**src/rtl/tmr_pkg.sv**
```systemverilog
package tmr_pkg;

  typedef enum logic [1:0] {
    XFER_FREEZE = 2'b00,
    XFER_LO     = 2'b01,
    XFER_HI     = 2'b10,
    XFER_WORD   = 2'b11
  } xfer_e;

  // Configuration word, bit 7 first
  typedef struct packed {
    logic [1:0] chan;
    xfer_e      xfer;
    logic [2:0] mode;
    logic       bcd;
  } cfg_word_t;

  typedef struct packed {
    xfer_e      xfer;
    logic [2:0] mode;
    logic       bcd;
  } chan_cfg_t;

endpackage

```
**src/rtl/tmr_rst_sync.sv**
```systemverilog
module tmr_rst_sync (
  input  logic clk,
  input  logic rst_n,
  output logic rst_sync_n
);

  logic [1:0] stage_q;

  always_ff @(posedge clk or negedge rst_n) begin
    if (!rst_n) stage_q <= 2'b00;
    else        stage_q <= {stage_q[0], 1'b1};
  end

  assign rst_sync_n = stage_q[1];

endmodule

```
**src/rtl/tmr_cfg_dec.sv**
```systemverilog
module tmr_cfg_dec
  import tmr_pkg::*;
#(
  parameter int NUM_CH = 3
) (
  input  logic              cfg_we,
  input  logic [7:0]        wdata,
  output logic [NUM_CH-1:0] prog,
  output logic [NUM_CH-1:0] freeze,
  output chan_cfg_t         cfg
);

  cfg_word_t word;

  always_comb begin
    word   = cfg_word_t'(wdata);
    cfg    = '{xfer: word.xfer, mode: word.mode, bcd: word.bcd};
    prog   = '0;
    freeze = '0;
    for (int i = 0; i < NUM_CH; i++) begin
      if (cfg_we && (int'(word.chan) == i)) begin
        if (word.xfer == XFER_FREEZE) freeze[i] = 1'b1;
        else                          prog[i]   = 1'b1;
      end
    end
  end

endmodule

```
**src/rtl/tmr_chan_port.sv**
```systemverilog
module tmr_chan_port
  import tmr_pkg::*;
#(
  parameter  int CW = 16,
  localparam int BW = CW / 2
) (
  input  logic          clk,
  input  logic          rst_n,
  input  logic          prog_i,
  input  logic          freeze_i,
  input  chan_cfg_t     cfg_i,
  input  logic          wr_i,
  input  logic          rd_i,
  input  logic [BW-1:0] wdata_i,
  input  logic [CW-1:0] live_i,
  output logic [BW-1:0] rbyte_o,
  output logic          load_stb_o,
  output logic [CW-1:0] load_val_o,
  output logic [2:0]    mode_o,
  output logic          bcd_o
);

  chan_cfg_t     cfg_q, cfg_d;
  logic [CW-1:0] start_q, start_d;
  logic [CW-1:0] snap_q, snap_d;
  logic          snap_vld_q, snap_vld_d;
  logic          wr_hi_q, wr_hi_d;
  logic          rd_hi_q, rd_hi_d;
  logic          stb_q, stb_d;
  logic [CW-1:0] src;

  assign src = snap_vld_q ? snap_q : live_i;

  always_comb begin
    unique case (cfg_q.xfer)
      XFER_LO: rbyte_o = src[BW-1:0];
      XFER_HI: rbyte_o = src[CW-1:BW];
      default: rbyte_o = rd_hi_q ? src[CW-1:BW] : src[BW-1:0];
    endcase
  end

  always_comb begin
    cfg_d      = cfg_q;
    start_d    = start_q;
    snap_d     = snap_q;
    snap_vld_d = snap_vld_q;
    wr_hi_d    = wr_hi_q;
    rd_hi_d    = rd_hi_q;
    stb_d      = 1'b0;
    if (prog_i) begin
      cfg_d      = cfg_i;
      start_d    = '0;
      snap_vld_d = 1'b0;
      wr_hi_d    = 1'b0;
      rd_hi_d    = 1'b0;
    end else begin
      if (freeze_i && !snap_vld_q) begin
        snap_d     = live_i;
        snap_vld_d = 1'b1;
      end
      if (wr_i) begin
        unique case (cfg_q.xfer)
          XFER_LO: begin
            start_d = {{BW{1'b0}}, wdata_i};
            stb_d   = 1'b1;
          end
          XFER_HI: begin
            start_d = {wdata_i, {BW{1'b0}}};
            stb_d   = 1'b1;
          end
          default: begin
            if (!wr_hi_q) begin
              start_d[BW-1:0] = wdata_i;
              wr_hi_d         = 1'b1;
            end else begin
              start_d[CW-1:BW] = wdata_i;
              wr_hi_d          = 1'b0;
              stb_d            = 1'b1;
            end
          end
        endcase
      end
      if (rd_i) begin
        if (cfg_q.xfer == XFER_WORD) begin
          rd_hi_d = !rd_hi_q;
          if (rd_hi_q) snap_vld_d = 1'b0;
        end else begin
          snap_vld_d = 1'b0;
        end
      end
    end
  end

  always_ff @(posedge clk or negedge rst_n) begin
    if (!rst_n) begin
      cfg_q      <= '{xfer: XFER_WORD, mode: 3'd0, bcd: 1'b0};
      start_q    <= '0;
      snap_q     <= '0;
      snap_vld_q <= 1'b0;
      wr_hi_q    <= 1'b0;
      rd_hi_q    <= 1'b0;
      stb_q      <= 1'b0;
    end else begin
      cfg_q      <= cfg_d;
      start_q    <= start_d;
      snap_q     <= snap_d;
      snap_vld_q <= snap_vld_d;
      wr_hi_q    <= wr_hi_d;
      rd_hi_q    <= rd_hi_d;
      stb_q      <= stb_d;
    end
  end

  assign load_stb_o = stb_q;
  assign load_val_o = start_q;
  assign mode_o     = cfg_q.mode;
  assign bcd_o      = cfg_q.bcd;

endmodule

```
**src/rtl/tmr_host_if.sv**
```systemverilog
module tmr_host_if
  import tmr_pkg::*;
#(
  parameter  int NUM_CH = 3,
  parameter  int CW     = 16,
  localparam int BW     = CW / 2,
  localparam int AW     = $clog2(NUM_CH + 1)
) (
  input  logic                 clk,
  input  logic                 rst_n,
  input  logic                 bus_sel,
  input  logic                 bus_rd,
  input  logic                 bus_wr,
  input  logic [AW-1:0]        bus_addr,
  input  logic [BW-1:0]        bus_wdata,
  output logic [BW-1:0]        bus_rdata,
  input  logic [NUM_CH*CW-1:0] live_cnt,
  output logic [NUM_CH-1:0]    load_stb,
  output logic [NUM_CH*CW-1:0] load_val,
  output logic [NUM_CH*3-1:0]  ch_mode,
  output logic [NUM_CH-1:0]    ch_bcd
);

  localparam logic [AW-1:0] CFG_ADDR = AW'(NUM_CH);

  logic              rst_s;
  logic              rd_any, wr_any, cfg_we;
  logic [NUM_CH-1:0] prog, freeze;
  chan_cfg_t         cfg;
  logic [BW-1:0]     rbyte [NUM_CH];
  logic [BW-1:0]     rdata_q, rdata_d;

  tmr_rst_sync u_rst (
    .clk        (clk),
    .rst_n      (rst_n),
    .rst_sync_n (rst_s)
  );

  assign rd_any = bus_sel && bus_rd;
  assign wr_any = bus_sel && bus_wr;
  assign cfg_we = wr_any && (bus_addr == CFG_ADDR);

  tmr_cfg_dec #(.NUM_CH(NUM_CH)) u_dec (
    .cfg_we (cfg_we),
    .wdata  (bus_wdata),
    .prog   (prog),
    .freeze (freeze),
    .cfg    (cfg)
  );

  for (genvar g = 0; g < NUM_CH; g++) begin : g_ch
    localparam logic [AW-1:0] MY_ADDR = AW'(g);
    tmr_chan_port #(.CW(CW)) u_port (
      .clk        (clk),
      .rst_n      (rst_s),
      .prog_i     (prog[g]),
      .freeze_i   (freeze[g]),
      .cfg_i      (cfg),
      .wr_i       (wr_any && (bus_addr == MY_ADDR)),
      .rd_i       (rd_any && (bus_addr == MY_ADDR)),
      .wdata_i    (bus_wdata),
      .live_i     (live_cnt[g*CW +: CW]),
      .rbyte_o    (rbyte[g]),
      .load_stb_o (load_stb[g]),
      .load_val_o (load_val[g*CW +: CW]),
      .mode_o     (ch_mode[g*3 +: 3]),
      .bcd_o      (ch_bcd[g])
    );
  end

  always_comb begin
    rdata_d = rdata_q;
    if (rd_any) begin
      rdata_d = '0;
      for (int i = 0; i < NUM_CH; i++) begin
        if (bus_addr == AW'(i)) rdata_d = rbyte[i];
      end
    end
  end

  always_ff @(posedge clk or negedge rst_s) begin
    if (!rst_s) rdata_q <= '0;
    else        rdata_q <= rdata_d;
  end

  assign bus_rdata = rdata_q;

endmodule

```
**config.mk**
```make
export PLATFORM = sky130hd
export DESIGN_NAME = tmr_host_if
export DESIGN_NICKNAME = d
export VERILOG_FILES = /design/src/rtl/tmr_pkg.sv /design/src/rtl/tmr_rst_sync.sv /design/src/rtl/tmr_cfg_dec.sv /design/src/rtl/tmr_chan_port.sv /design/src/rtl/tmr_host_if.sv
export SDC_FILE = /design/constraint.sdc
export NUM_CORES = 1
export LEC_CHECK = 0
export ABC_CLOCK_PERIOD_IN_PS = 4040
export BUFFER_PORTS_ARGS = -buffer_cell sky130_fd_sc_hd__clkbuf_2
export CAP_MARGIN = 20
export CORE_MARGIN = 10
export CORE_UTILIZATION = 50
export DETAILED_ROUTE_END_ITERATION = 8
export GPL_TIMING_DRIVEN = 0
export PLACE_DENSITY = 0.76
export SLEW_MARGIN = 30
export SYNTH_ARGS = -nofsm -noshare
export SYNTH_HDL_FRONTEND = slang
export SYNTH_SLANG_ARGS = --single-unit
export TNS_END_PERCENT = 50
```
**constraint.sdc**
```tcl
create_clock -name clk -period 4.04 [get_ports clk]
set_clock_uncertainty 0.15 [all_clocks]
set_input_delay 0.202 -clock clk [delete_from_list [all_inputs] [get_ports clk]]
set_output_delay 0.202 -clock clk [all_outputs]
set_load 0.01 [all_outputs]
```
==> results of run 1 <==
[synthesized netlist by cell type (all sizes together), types with 7 or more instances]
| library cell | instances | area, µm² |
|---|---|---|
| mux2 | 60 | 751 |
| o32ai | 24 | 210 |
| dfrtp | 130 | 3250 |
| a22oi | 16 | 120 |
| a21oi | 22 | 110 |
| a22o | 24 | 210 |
| buf | 34 | 223 |
| clkbuf | 15 | 56.3 |
| nor2 | 18 | 86.3 |
| ha | 9 | 113 |
| inv | 10 | 37.5 |
| nand2 | 47 | 176 |
| mux2i | 51 | 510 |
| o21ai | 7 | 35.0 |
| nand3 | 17 | 85.1 |
[cell families after synthesis]
family | Yosys count | synth area share
compound gates | 108 | 0.119
xor+xnor | 6 | 0.00785
fa+ha+maj | 9 | 0.0168
buf+inv | 59 | 0.0473
flops | 136 | 0.510
mux | 111 | 0.188
other cells | 1 | 0.000560
simple gates | 116 | 0.110
[per-layer routing]
metal / wire [µm] / vias to the layer above / global-route usage
met5: 0 / - / 0
met4: 257 / 0 / 0.0676
met2: 8390 / 203 / 0.314
met3: 1510 / 23 / 0.0564
li1: - / 2381 / -
met1: 7570 / 2588 / 0.252
[registers in the layout, summed over array words and instances, names as in the netlist]
name,flops
bus_rdata,8
g_ch.u_port.rd_hi_q,3
g_ch.u_port.load_val_o,48
g_ch.u_port.load_stb_o,3
g_ch.u_port.snap_vld_q,3
g_ch.u_port.bcd_o,3
g_ch.u_port.cfg_q,6
u_rst.stage_q,2
g_ch.u_port.wr_hi_q,3
g_ch.u_port.mode_o,9
g_ch.u_port.snap_q,48
[final cells by class]
type | instances | area share
sequential | 136 | 0.393
clock inverter | 12 | 0.0143
buffer | 49 | 0.0321
tap | 176 | 0.0253
timing repair buffer | 179 | 0.137
inverter | 10 | 0.00432
multi-input combinational | 351 | 0.341
clock buffer | 20 | 0.0526
[power by group through the flow]
stage / sequential, µW / clock [µW] / combinational, µW
2_1_floorplan: 1920 / 0 / 728
3_3_place_gp: 1860 / 0 / 1210
3_5_place_dp: 1870 / 0 / 1270
4_1_cts: 1840 / 1540 / 1320
5_1_grt: 1880 / 1610 / 1440
6_report: 1840 / 1530 / 1310
[worst min-delay path: stages]
cell	delay [ps]
sky130_fd_sc_hd__buf_2	210
sky130_fd_sc_hd__nand2_1	100
sky130_fd_sc_hd__o22ai_1	70
[worst min-delay path by stage]
stage                 startpoint                                        to  slack (ps)  depth (start not counted)
floorplan                  rst_n                u_rst.stage_q[0]$_DFF_PN0_        -240                          0
global placement           rst_n                u_rst.stage_q[0]$_DFF_PN0_        -160                          1
detailed placement         rst_n                u_rst.stage_q[0]$_DFF_PN0_        -160                          1
CTS                       bus_wr       g_ch[2].u_port.load_stb_o$_DFF_PN0_          30                          3
global route        bus_wdata[5]  g_ch[2].u_port.load_val_o[5]$_DFFE_PN0P_          60                          3
finish              bus_wdata[5]  g_ch[2].u_port.load_val_o[5]$_DFFE_PN0P_          40                          3
[metrics by stage]
stage	hold WS, ps	setup slack, ps
floorplan	-244	1630
global placement	-162	896
detailed placement	-158	1390
CTS	34.4	1370
global route	60.8	1190
finish	38.2	1320
[timing repair]
action,in CTS,in global routing
hold buffers,50,0
setup buffers,0,0
endpoints found under the hold margin,50,0
==> results by stage, run 1 <==
Placement:
- The HPWL after detailed placement is 12.9 mm.
- The post-placement cell count is about 850.
- The count of buffers added on input and output ports is 126.
- Summing all placed instances gives a cell area of 0.00761 mm².
- The global placer's final weighted congestion is 0.805.

Detailed routing:
- After detailed routing, the number of vias per cell comes to 5.57.
- After detailed routing, the number of remaining DRC violations is 0.
- For this block, the initial DRC count from the detailed router was 386.
- The detailed router placed 5,195 vias in this run.
- The remaining number of nets flagged by the antenna check after routing is 0.
- For this block, the routed nets add up to 17.7 mm of wire.
- The iteration count of the initial detailed-routing pass is 5.
- The average wire length per cell after detail routing is 19.0 µm.

Worst setup path:
- The minimum setup slack among reg-to-reg paths is 1320 ps.
- The worst flop-to-flop path endpoint is bus_rdata[6]$_DFFE_PN0P_.
- The peak per-stage delay on the critical path is 730 ps.
- The critical path starts at g_ch[1].u_port.cfg_q[4]$_DFFE_PN1P_.
- STA classifies the critical path startpoint as a register.
- Counting cells, the worst reg-to-reg path comes to 7.
- The critical path required time is 4200 ps.
- The termination of the worst setup path is bus_rdata[6]$_DFFE_PN0P_.
- Along the worst path, the maximum fanout reaches 8.
- The critical path depth is 7.
- Data arrives at the worst endpoint at about 2900 ps.
- The worst setup path is captured at a register.
- In this run the critical register-to-register path is launched from g_ch[1].u_port.cfg_q[4]$_DFFE_PN1P_.
- The type of the setup path with the least slack is reg2reg.
- Walking the worst path, the cells encountered are inv_1 -> ha_1 -> clkbuf_1 -> mux2i_1 -> o32ai_1 -> a22oi_1 -> nand2_1.
- The gate family responsible for the most delay along the worst path is multiplexers.
- The number of buffers and inverters on the critical path is 2.
- The cell with the biggest individual delay on the critical path is sky130_fd_sc_hd__mux2i_1.

Floorplanning:
- For this design the top-level I/O count stands at 134.
- The core region is 0.0132 mm².
- The initial utilization of the core area, before any placement, comes to 0.507.
- Measured along the x axis, the die boundary spans 136 µm.
- The die extent in y is 136 µm.
- The floorplan step defined a die boundary enclosing 0.0184 mm².
- The number of placement rows is 42.

Finish:
- In the layout the commonest cells are 129 x sky130_fd_sc_hd__dfrtp_1, 126 x sky130_fd_sc_hd__clkbuf_2, 51 x sky130_fd_sc_hd__mux2i_1.
- The cell area after layout is between 0.008 and 0.009 mm².
- The area growth from synthesis to layout is 29.8%.
- In the final design database the tool counted about 800 nets.
- In the final layout, the multi-input gates occupy about 0.003 mm².
- Of the cells placed in the final design, the portion with a size suffix greater than 1 is 0.351.
- The filler cell count is between 900 and 1,000.
- The sequential cells in the finished layout cover a total of 0.00341 mm².
- Leaving out fill and tap cells, the most frequent cell in the layout is sky130_fd_sc_hd__dfrtp_1.
- The final core area utilization is 0.659.
- The final non-filler cell total is 933.
- The number of antenna repair diodes is 0.

Pwr:
- In this run the static leakage power is around 0.0043 µW.
- Total power for the finished layout comes to 4680 µW.
- Of the total power, combinational logic draws 0.279.
- Of the total power, the clock network draws 0.326.
- The power share of the sequential group is 0.394.
- The worst supply voltage drop on vdd is around 0.00032 V.
- In this run the power spent charging and discharging nets is 1490 µW.
- The switching share of power is 0.318.
- For this design the ratio of total power to cell area is 539 mW/mm².
- Internal power comes to between 3000 and 4000 µW.

Synth:
- The cell area that synthesis handed to floorplanning was ~0.0067 mm².
- Synthesis produced a netlist whose cell count is 546.
- The synthesized net count is ~600.
- The async set-or-reset flop fraction in the synthesized netlist is 1.00.
- The mean area per synthesized cell is about 12 µm².
- The part of the Yosys area used for sequential elements is 0.510.
- In the synthesized netlist the dominant register cell turns out to be sky130_fd_sc_hd__dfrtp_1.
- The synthesis warning total is 0.
- The post-synthesis cell type count is 47.
- Yosys mapped a number of flops with a built-in enable equal to 0.
- The post-synthesis sequential element count is between 100 and 150.

Hold path:
- The tightest min-delay check is of the in2reg type.

Clocking:
- The root buffer cell chosen for the clock tree is sky130_fd_sc_hd__clkbuf_16.
- The number of buffers on the longest clock path is 2.
- The clock net sink count is 136.
- The post-CTS clock slew at the launch and capture registers of the worst setup and hold paths is around 60 ps.
- The clock latency on the worst-skew pair is approximately 430 ps.
- The H-tree was split into 4 levels.
- TritonCTS built the clock tree.
- The number of clock buffers added by TritonCTS is 17.
- The total of cells resized after clock tree synthesis is 0.

Global route:
- The overall overflow remaining after global route is 0.
- The pin count of the biggest net entering global routing is 43.
- The first-pass GRT wire length is approximately 29 mm.
- The via count of the first global-routing pass came to 5,437.
- The all-layer global routing usage is 0.197.
- The number of antenna violations at the first check in global routing is 0.

Timing:
- The max-slew violation count is 0.
- The final count of negative-setup-slack endpoints is 0.
- The total count of hold-check failures in the final report is 0.
- Setup repair after global routing left no endpoint under its margin.
- The pin slew with the least headroom to its limit is 855 ps.
- The final worst-path cycle share is 0.673.
- The worst path needs 2720 ps of the cycle, external delays included.
- The final setup TNS is 0 ps.
- The worst relative slew slack is 0.430.
- The maximum operating frequency is 0.368 GHz.

Job:
- The max-capacitance violation count is 0.

Outcome:
- The run finished with clean final reports.
Note: power is estimated with default switching activity, not from simulation.
==> run 2, diff against run 1 <==
ABC_CLOCK_PERIOD_IN_PS = 2790   (was 4040)
CORE_UTILIZATION = 55   (was 50)
PLACE_DENSITY = 0.8   (was 0.76)
clock period = 2.79 ns   (was 4.04 ns; I/O delays follow)
==> run 2 against run 1 <==
First-iteration DRC count shrank 8.8%. Largest power group unchanged. Highest routed layer unchanged. Count of clock-buffer cells in the layout shrank 3. Wire length grew 2.5%. Combinational power grew 47%. Sequential power grew 46%. Power grew 45%. Largest cell class unchanged. Clock power grew 43%. Sequential share of layout area grew 0.13 points.
==> results by stage, run 2 (synthesized netlist as in run 1, its figures left out) <==
Worst setup path:
- The critical path required time was 2940 ps (was 4200 ps).
- The beginning of the worst register-to-register path is g_ch[1].u_port.cfg_q[4]$_DFFE_PN1P_ (unchanged).
- The type of the setup path with the least slack is reg2reg (unchanged).
- Crit path cell chain: inv_1 -> ha_1 -> clkbuf_1 -> mux2i_2 -> o32ai_1 -> a22oi_1 -> nand2_1 (was inv_1 -> ha_1 -> clkbuf_1 -> mux2i_1 -> o32ai_1 -> a22oi_1 -> nand2_1).
- The worst reg-to-reg path cell count is 7 (unchanged).
- The critical path endpoint category is a register (unchanged).
- The type of element launching the critical path is a register (unchanged).
- The cell with the biggest individual delay on the critical path was sky130_fd_sc_hd__mux2i_2 (was sky130_fd_sc_hd__mux2i_1).
- The peak per-stage delay on the critical path is 580 ps (was 730 ps).
- The highest fanout seen on the critical path is 8 (unchanged).
- The arrival time reported for the critical path endpoint came to 2750 ps (was 2880 ps).
- The worst flop-to-flop path endpoint is bus_rdata[6]$_DFFE_PN0P_ (unchanged).
- The minimum setup slack among reg-to-reg paths is 190 ps (was 1320 ps).

Hold path:
- The type of the worst min-delay path is in2reg (unchanged).
- The terminating pin of the worst hold path was g_ch[0].u_port.load_stb_o$_DFF_PN0_ (was g_ch[2].u_port.load_val_o[5]$_DFFE_PN0P_).
- The worst hold path cell count is 3 (unchanged).
- The hold path startpoint is bus_wr (was bus_wdata[5]).

Clocking:
- The number of levels in the clock H-tree is 4 (unchanged).
- The CTS root buffer is sky130_fd_sc_hd__clkbuf_16 (unchanged).
- The number of buffers inserted by post-CTS setup repair is 0 (unchanged).
- The clock net sink count is 136 (unchanged).
- The total clock buffers created by CTS is 17 (unchanged).
- The clock tree from TritonCTS is yes (unchanged).
- The number of buffers on the longest clock path is 2 (unchanged).
- The clock latency on the worst-skew pair is 430 ps (about the same).
- The post-CTS clock slew at the launch and capture registers of the worst setup and hold paths is 60 ps (about the same).

Floorplanning:
- The die width came to 130 µm (was 136 µm).
- The number of placement rows is 40 (was 42).
- The die outline area is 0.0170 mm² (was 0.0184 mm²).
- The die extent in y is 130 µm (was 136 µm).
- The I/O pin total is 134 (unchanged).
- The floorplan core area is 0.0120 mm² (was 0.0132 mm²).
- The starting density of the core is 0.559 (was 0.507).

Timing:
- The final count of negative-setup-slack endpoints was 0 (unchanged).
- The worst relative slew slack came to 0.474 (was 0.430).
- The max-slew violation count was 0 (unchanged).
- The total count of hold-check failures in the final report is 0 (unchanged).
- The final setup TNS is 0 ps (unchanged).
- RSZ-0062 raised after global routing: false (unchanged).
- The final critical delay including setup and external delays is 2600 ps (was 2720 ps).
- The final worst-path cycle share is 0.932 (was 0.673).
- The pin slew with the least headroom to its limit is 788 ps (was 855 ps).
- The maximum operating frequency is 0.384 GHz (was 0.368 GHz).

Detailed routing:
- The via-per-instance ratio was 5.81 (was 5.57).
- The remaining number of nets flagged by the antenna check after routing was 0 (unchanged).
- The average wire length per cell after detail routing is 20.1 µm (was 19.0 µm).
- The overall routed net length is 18.2 mm (was 17.7 mm).
- The final routed DRC violation total came to 0 (unchanged).
- The number of violations reported at the end of detailed-routing iteration 0 is 352 (was 386).
- The iteration count of the initial detailed-routing pass came to 5 (unchanged).
- The via count of the routed design is 5,252 (was 5,195).

Finish:
- The most common cell after layout, fill and taps aside is sky130_fd_sc_hd__dfrtp_1 (unchanged).
- The filler cell count is 801 (was 969).
- The final core area utilization was 0.724 (was 0.659).
- The number of antenna repair diodes is 0 (unchanged).
- The growth of design area from synthesis to finish is 29.4% (was 29.8%).
- The fraction of final layout cells sized beyond drive strength 1 is 0.355 (was 0.351).
- The final non-filler cell total was 904 (was 933).
- Commonest cells after routing, fill and taps aside: 129 x sky130_fd_sc_hd__dfrtp_1, 126 x sky130_fd_sc_hd__clkbuf_2, 51 x sky130_fd_sc_hd__dlygate4sd3_1 (was 129 x sky130_fd_sc_hd__dfrtp_1, 126 x sky130_fd_sc_hd__clkbuf_2, 51 x sky130_fd_sc_hd__mux2i_1).
- The number of nets in the final layout is 816 (unchanged).

Pwr:
- The power per unit of standard cell area is 785 mW/mm² (was 539 mW/mm²).
- The worst supply voltage drop on vdd came to 0.000500 V (was 0.000315 V).
- The leakage dissipation came to 0.00433 µW (was 0.00435 µW).

Placement:
- The HPWL after detailed placement was 12.7 mm (was 12.9 mm).
- The post-placement cell count was 821 (was 851).
- The count of input and output buffers came to 126 (unchanged).
- The global placer's final weighted congestion was 0.851 (was 0.805).

Global route:
- The via count of the first global-routing pass is 5,582 (was 5,437).
- The overall overflow remaining after global route is 0 (unchanged).
- The number of antenna violations at the first check in global routing is 0 (unchanged).
- The first-pass GRT wire length was 29.1 mm (was 28.8 mm).
- The all-layer global routing usage is 0.219 (was 0.197).
- The pin count of the biggest net entering global routing is 52 (was 43).

Job:
- The max-capacitance violation count came to 0 (unchanged).

Outcome:
- Status: completed (unchanged).
==> run 2: worst max-delay path by stage <==
| stage | start | to | cells after the start |
|---|---|---|---|
| finish | g_ch[1].u_port.cfg_q[4]$_DFFE_PN1P_ | bus_rdata[6]$_DFFE_PN0P_ | 7 |
| global route | g_ch[1].u_port.cfg_q[4]$_DFFE_PN1P_ | bus_rdata[6]$_DFFE_PN0P_ | 7 |
| CTS | g_ch[1].u_port.cfg_q[4]$_DFFE_PN1P_ | bus_rdata[6]$_DFFE_PN0P_ | 7 |
| detailed placement | g_ch[1].u_port.cfg_q[4]$_DFFE_PN1P_ | bus_rdata[6]$_DFFE_PN0P_ | 7 |
| global placement | u_rst.stage_q[1]$_DFF_PN0_ | g_ch[1].u_port.load_val_o[9]$_DFFE_PN0P_ | 0 |
| floorplan | u_rst.stage_q[1]$_DFF_PN0_ | bus_rdata[0]$_DFFE_PN0P_ | 0 |
==> run 2: layer usage <==
metal / global-route usage / wire, µm / up-vias
met5: 0 / 0 / -
met4: 0.0893 / 431 / 0
met2: 0.357 / 8730 / 219
met1: 0.270 / 7530 / 2606
li1: - / - / 2385
met3: 0.0621 / 1480 / 42
==> run 2: stage by stage <==
step                hold WS, ps  power, µW  instance area, µm²  worst slack [ps]
global route               26.4       7160                8660              24.6
finish                     23.2       6790                8660               189
floorplan                  -306       3830                6690               385
global placement           -224       4430                7510              -292
CTS                      0.0130       6790                8650              90.4
detailed placement         -220       4540                7560               100
==> run 2: cell type report <==
type / instances / area, µm² / area share
multi-input combinational: 351 / 2980 / 0.344
buffer: 49 / 279 / 0.0322
sequential: 136 / 3410 / 0.394
inverter: 10 / 37.5 / 0.00434
clock buffer: 17 / 425 / 0.0491
tap: 147 / 184 / 0.0212
clock inverter: 15 / 154 / 0.0178
timing repair buffer: 179 / 1190 / 0.137
==> run 2: repair_timing <==
action,4_1_cts,5_1_grt
hold endpoints to repair,56,0
hold buffers,51,0
endpoints found under the setup margin,0,7
gates resized for setup,0,3
==> run 2: power by group <==
part	internal (µW)	total [µW]	switching, µW
registers	2390	2680	288
clock network	1310	2190	872
logic	886	1920	1040
==> run 2: worst max-delay path, delay by kind of cell, from the launching register on <==
family          cells  cell delay [ps]
mux                 1              580
fa+ha+maj           1              270
simple gates        1               80
flops               1              560
buf+inv             2              350
compound gates      2              480
==> run 3, diff against run 2 <==
RECOVER_POWER = 100   (was default)
==> run 3 against run 2 <==
The flow now finishes with violations (negative hold slack, max-capacitance violations, max-slew violations). Core utilization down 2.5 points. First-iteration DRC count up 5.1%. Via count down 0.25%. Clock power about the same. Highest routed layer unchanged. Largest cell class unchanged. Die area unchanged. Setup slack better by 5.2 ps. Sequential cell count unchanged. Cell count unchanged.
==> results by stage, run 3 (synthesized netlist as in run 1, its figures left out) <==
Worst setup path:
- The critical path endpoint category is a register (unchanged).
- The arrival time reported for the critical path endpoint is 2750 ps (about the same).
- The type of the setup path with the least slack is reg2reg (unchanged).
- The type of element launching the critical path is a register (unchanged).
- The critical path required time was 2940 ps (about the same).
- The highest fanout seen on the critical path came to 8 (unchanged).

Global route:
- The overall overflow remaining after global route came to 0 (unchanged).
- The via count of the first global-routing pass is 5,582 (unchanged).
- The number of antenna violations at the first check in global routing is 0 (unchanged).
- The first-pass GRT wire length is 29.1 mm (unchanged).
- The pin count of the biggest net entering global routing is 52 (unchanged).
- The all-layer global routing usage is 0.219 (unchanged).

Placement:
- The HPWL after detailed placement is 12.7 mm (unchanged).
- The global placer's final weighted congestion is 0.851 (unchanged).
- The count of input and output buffers is 126 (unchanged).

Floorplanning:
- The die width is 130 µm (unchanged).
- The number of placement rows is 40 (unchanged).
- The floorplan core area is 0.0120 mm² (unchanged).
- The die outline area is 0.0170 mm² (unchanged).
- The starting density of the core is 0.559 (unchanged).
- The I/O pin total is 134 (unchanged).
- The die extent in y is 130 µm (unchanged).

Pwr:
- The total power of the final layout is 6680 µW (was 6790 µW).
- The worst supply voltage drop on vdd is 0.000497 V (was 0.000500 V).
- The power per unit of standard cell area is 800 mW/mm² (was 785 mW/mm²).
- The leakage dissipation is 0.00392 µW (was 0.00433 µW).

Outcome:
- Status: finished with violations (was completed).
- The final reports fail on negative hold slack, max-capacitance violations, max-slew violations.

Detailed routing:
- The iteration count of the initial detailed-routing pass was 4 (was 5).
- The overall routed net length is 18.2 mm (about the same).
- The via-per-instance ratio is 5.80 (was 5.81).
- The average wire length per cell after detail routing was 20.1 µm (about the same).
- The number of violations reported at the end of detailed-routing iteration 0 is 370 (was 352).
- The via count of the routed design is 5,239 (was 5,252).
- The final routed DRC violation total is 0 (unchanged).
- The remaining number of nets flagged by the antenna check after routing is 0 (unchanged).

Finish:
- Commonest cells after routing, fill and taps aside: 130 x sky130_fd_sc_hd__dfrtp_1, 90 x sky130_fd_sc_hd__clkbuf_1, 59 x sky130_fd_sc_hd__clkbuf_2 (was 129 x sky130_fd_sc_hd__dfrtp_1, 126 x sky130_fd_sc_hd__clkbuf_2, 51 x sky130_fd_sc_hd__dlygate4sd3_1).
- The growth of design area from synthesis to finish was 24.9% (was 29.4%).
- The fraction of final layout cells sized beyond drive strength 1 is 0.219 (was 0.355).
- The number of nets in the final layout is 816 (unchanged).
- The most common cell after layout, fill and taps aside was sky130_fd_sc_hd__dfrtp_1 (unchanged).
- The filler cell count was 884 (was 801).
- The number of antenna repair diodes is 0 (unchanged).

Clocking:
- The clock net sink count is 136 (unchanged).
- The number of buffers on the longest clock path is 2 (unchanged).
- The clock tree from TritonCTS is yes (unchanged).
- The CTS root buffer is sky130_fd_sc_hd__clkbuf_16 (unchanged).
- The total clock buffers created by CTS is 17 (unchanged).
- The number of levels in the clock H-tree is 4 (unchanged).
- The clock latency on the worst-skew pair is 430 ps (about the same).
- The number of buffers inserted by post-CTS setup repair came to 0 (unchanged).
- The post-CTS clock slew at the launch and capture registers of the worst setup and hold paths is 60 ps (about the same).

Timing:
- The worst hold-check slack is -17.9 ps (was 23.2 ps).
- The final worst-path cycle share is 0.930 (was 0.932).
- The max-slew violation count is 46 (was 0).
- The total count of hold-check failures in the final report is 2 (was 0).
- The maximum operating frequency came to 0.385 GHz (was 0.384 GHz).
- The final critical delay including setup and external delays is 2600 ps (about the same).
- The final count of negative-setup-slack endpoints was 0 (unchanged).
- RSZ-0062 raised after global routing: false (unchanged).
- The worst relative slew slack is -0.269 (was 0.474).
- The pin slew with the least headroom to its limit was 1900 ps (was 788 ps).

Job:
- The max-capacitance violation count is 1 (was 0).

Hold path:
- The type of the worst min-delay path is in2reg (unchanged).
-- run 3: changes by cell type in the layout (fill, tap and decap cells not counted), moves of 3 or more --
cell	previous run	this run
sky130_fd_sc_hd__buf_6	3	0
sky130_fd_sc_hd__mux2_4	20	2
sky130_fd_sc_hd__mux2_1	10	29
sky130_fd_sc_hd__clkbuf_1	15	90
sky130_fd_sc_hd__buf_2	13	9
sky130_fd_sc_hd__clkbuf_2	126	59
-- run 3: critical path: stages (launching register included) --
cell                       delay [ps]
sky130_fd_sc_hd__dfstp_2          560
sky130_fd_sc_hd__inv_1             50
sky130_fd_sc_hd__ha_1             270
sky130_fd_sc_hd__clkbuf_1         300
sky130_fd_sc_hd__mux2i_2          570
sky130_fd_sc_hd__o32ai_1          180
sky130_fd_sc_hd__a22oi_1          300
sky130_fd_sc_hd__nand2_1           80
-- run 3: layout make-up --
| cell class | instances | area [µm²] | area share |
|---|---|---|---|
| flip-flops and latches | 136 | 3410 | 0.408 |
| multi-input cells | 351 | 2800 | 0.335 |
| repair buffers | 179 | 1090 | 0.130 |
| clock buffers | 17 | 425 | 0.0509 |
| plain buffers | 49 | 256 | 0.0307 |
| well taps | 147 | 184 | 0.0220 |
| clock inverters | 15 | 154 | 0.0184 |
| inverters | 10 | 37.5 | 0.00449 |
-- run 3: report_power, final --
group | total (µW) | switching (µW) | internal (µW)
Sequential | 2680 | 285 | 2390
Combinational | 1820 | 1030 | 788
Clock | 2180 | 871 | 1310
-- run 3: through the flow --
step	cells	cell area (µm²)	setup slack (ps)	utilization	setup TNS [ps]
CTS	904	8650	90.4	0.723	0
floorplan	546	6690	385	-	0
global route	904	8360	23.1	0.699	0
detailed placement	821	7560	100	0.632	0
finish	904	8360	194	0.699	0
global placement	819	7510	-292	0.628	-35780
-- run 3: layer usage --
layer | track usage | up-vias | wire [µm]
met5 | 0 | - | 0
met4 | 0.0893 | 0 | 345
met3 | 0.0621 | 33 | 1510
met2 | 0.357 | 221 | 8870
met1 | 0.270 | 2595 | 7490
li1 | - | 2390 | -
-- run 3: worst paths after layout --
path | from | cells past startpoint | slack, ps | to
max reg2reg | g_ch[1].u_port.cfg_q[4]$_DFFE_PN1P_ | 7 | 190 | bus_rdata[6]$_DFFE_PN0P_
max in group asynchronous | u_rst.stage_q[1]$_DFF_PN0_ | 2 | 370 | g_ch[2].u_port.cfg_q[5]$_DFFE_PN1P_
min reg2reg | u_rst.stage_q[0]$_DFF_PN0_ | 0 | 210 | u_rst.stage_q[1]$_DFF_PN0_
max | g_ch[1].u_port.cfg_q[4]$_DFFE_PN1P_ | 7 | 190 | bus_rdata[6]$_DFFE_PN0P_
min | bus_wr | 3 | -20 | g_ch[0].u_port.load_stb_o$_DFF_PN0_
min in group asynchronous | rst_n | 3 | 430 | u_rst.stage_q[0]$_DFF_PN0_
-- run 3: what timing repair did --
action                                  4_1_cts  5_1_grt
hold endpoints to repair                     56        0
endpoints found under the setup margin        0        7
hold buffers                                 51        0
resized for setup                             0        3
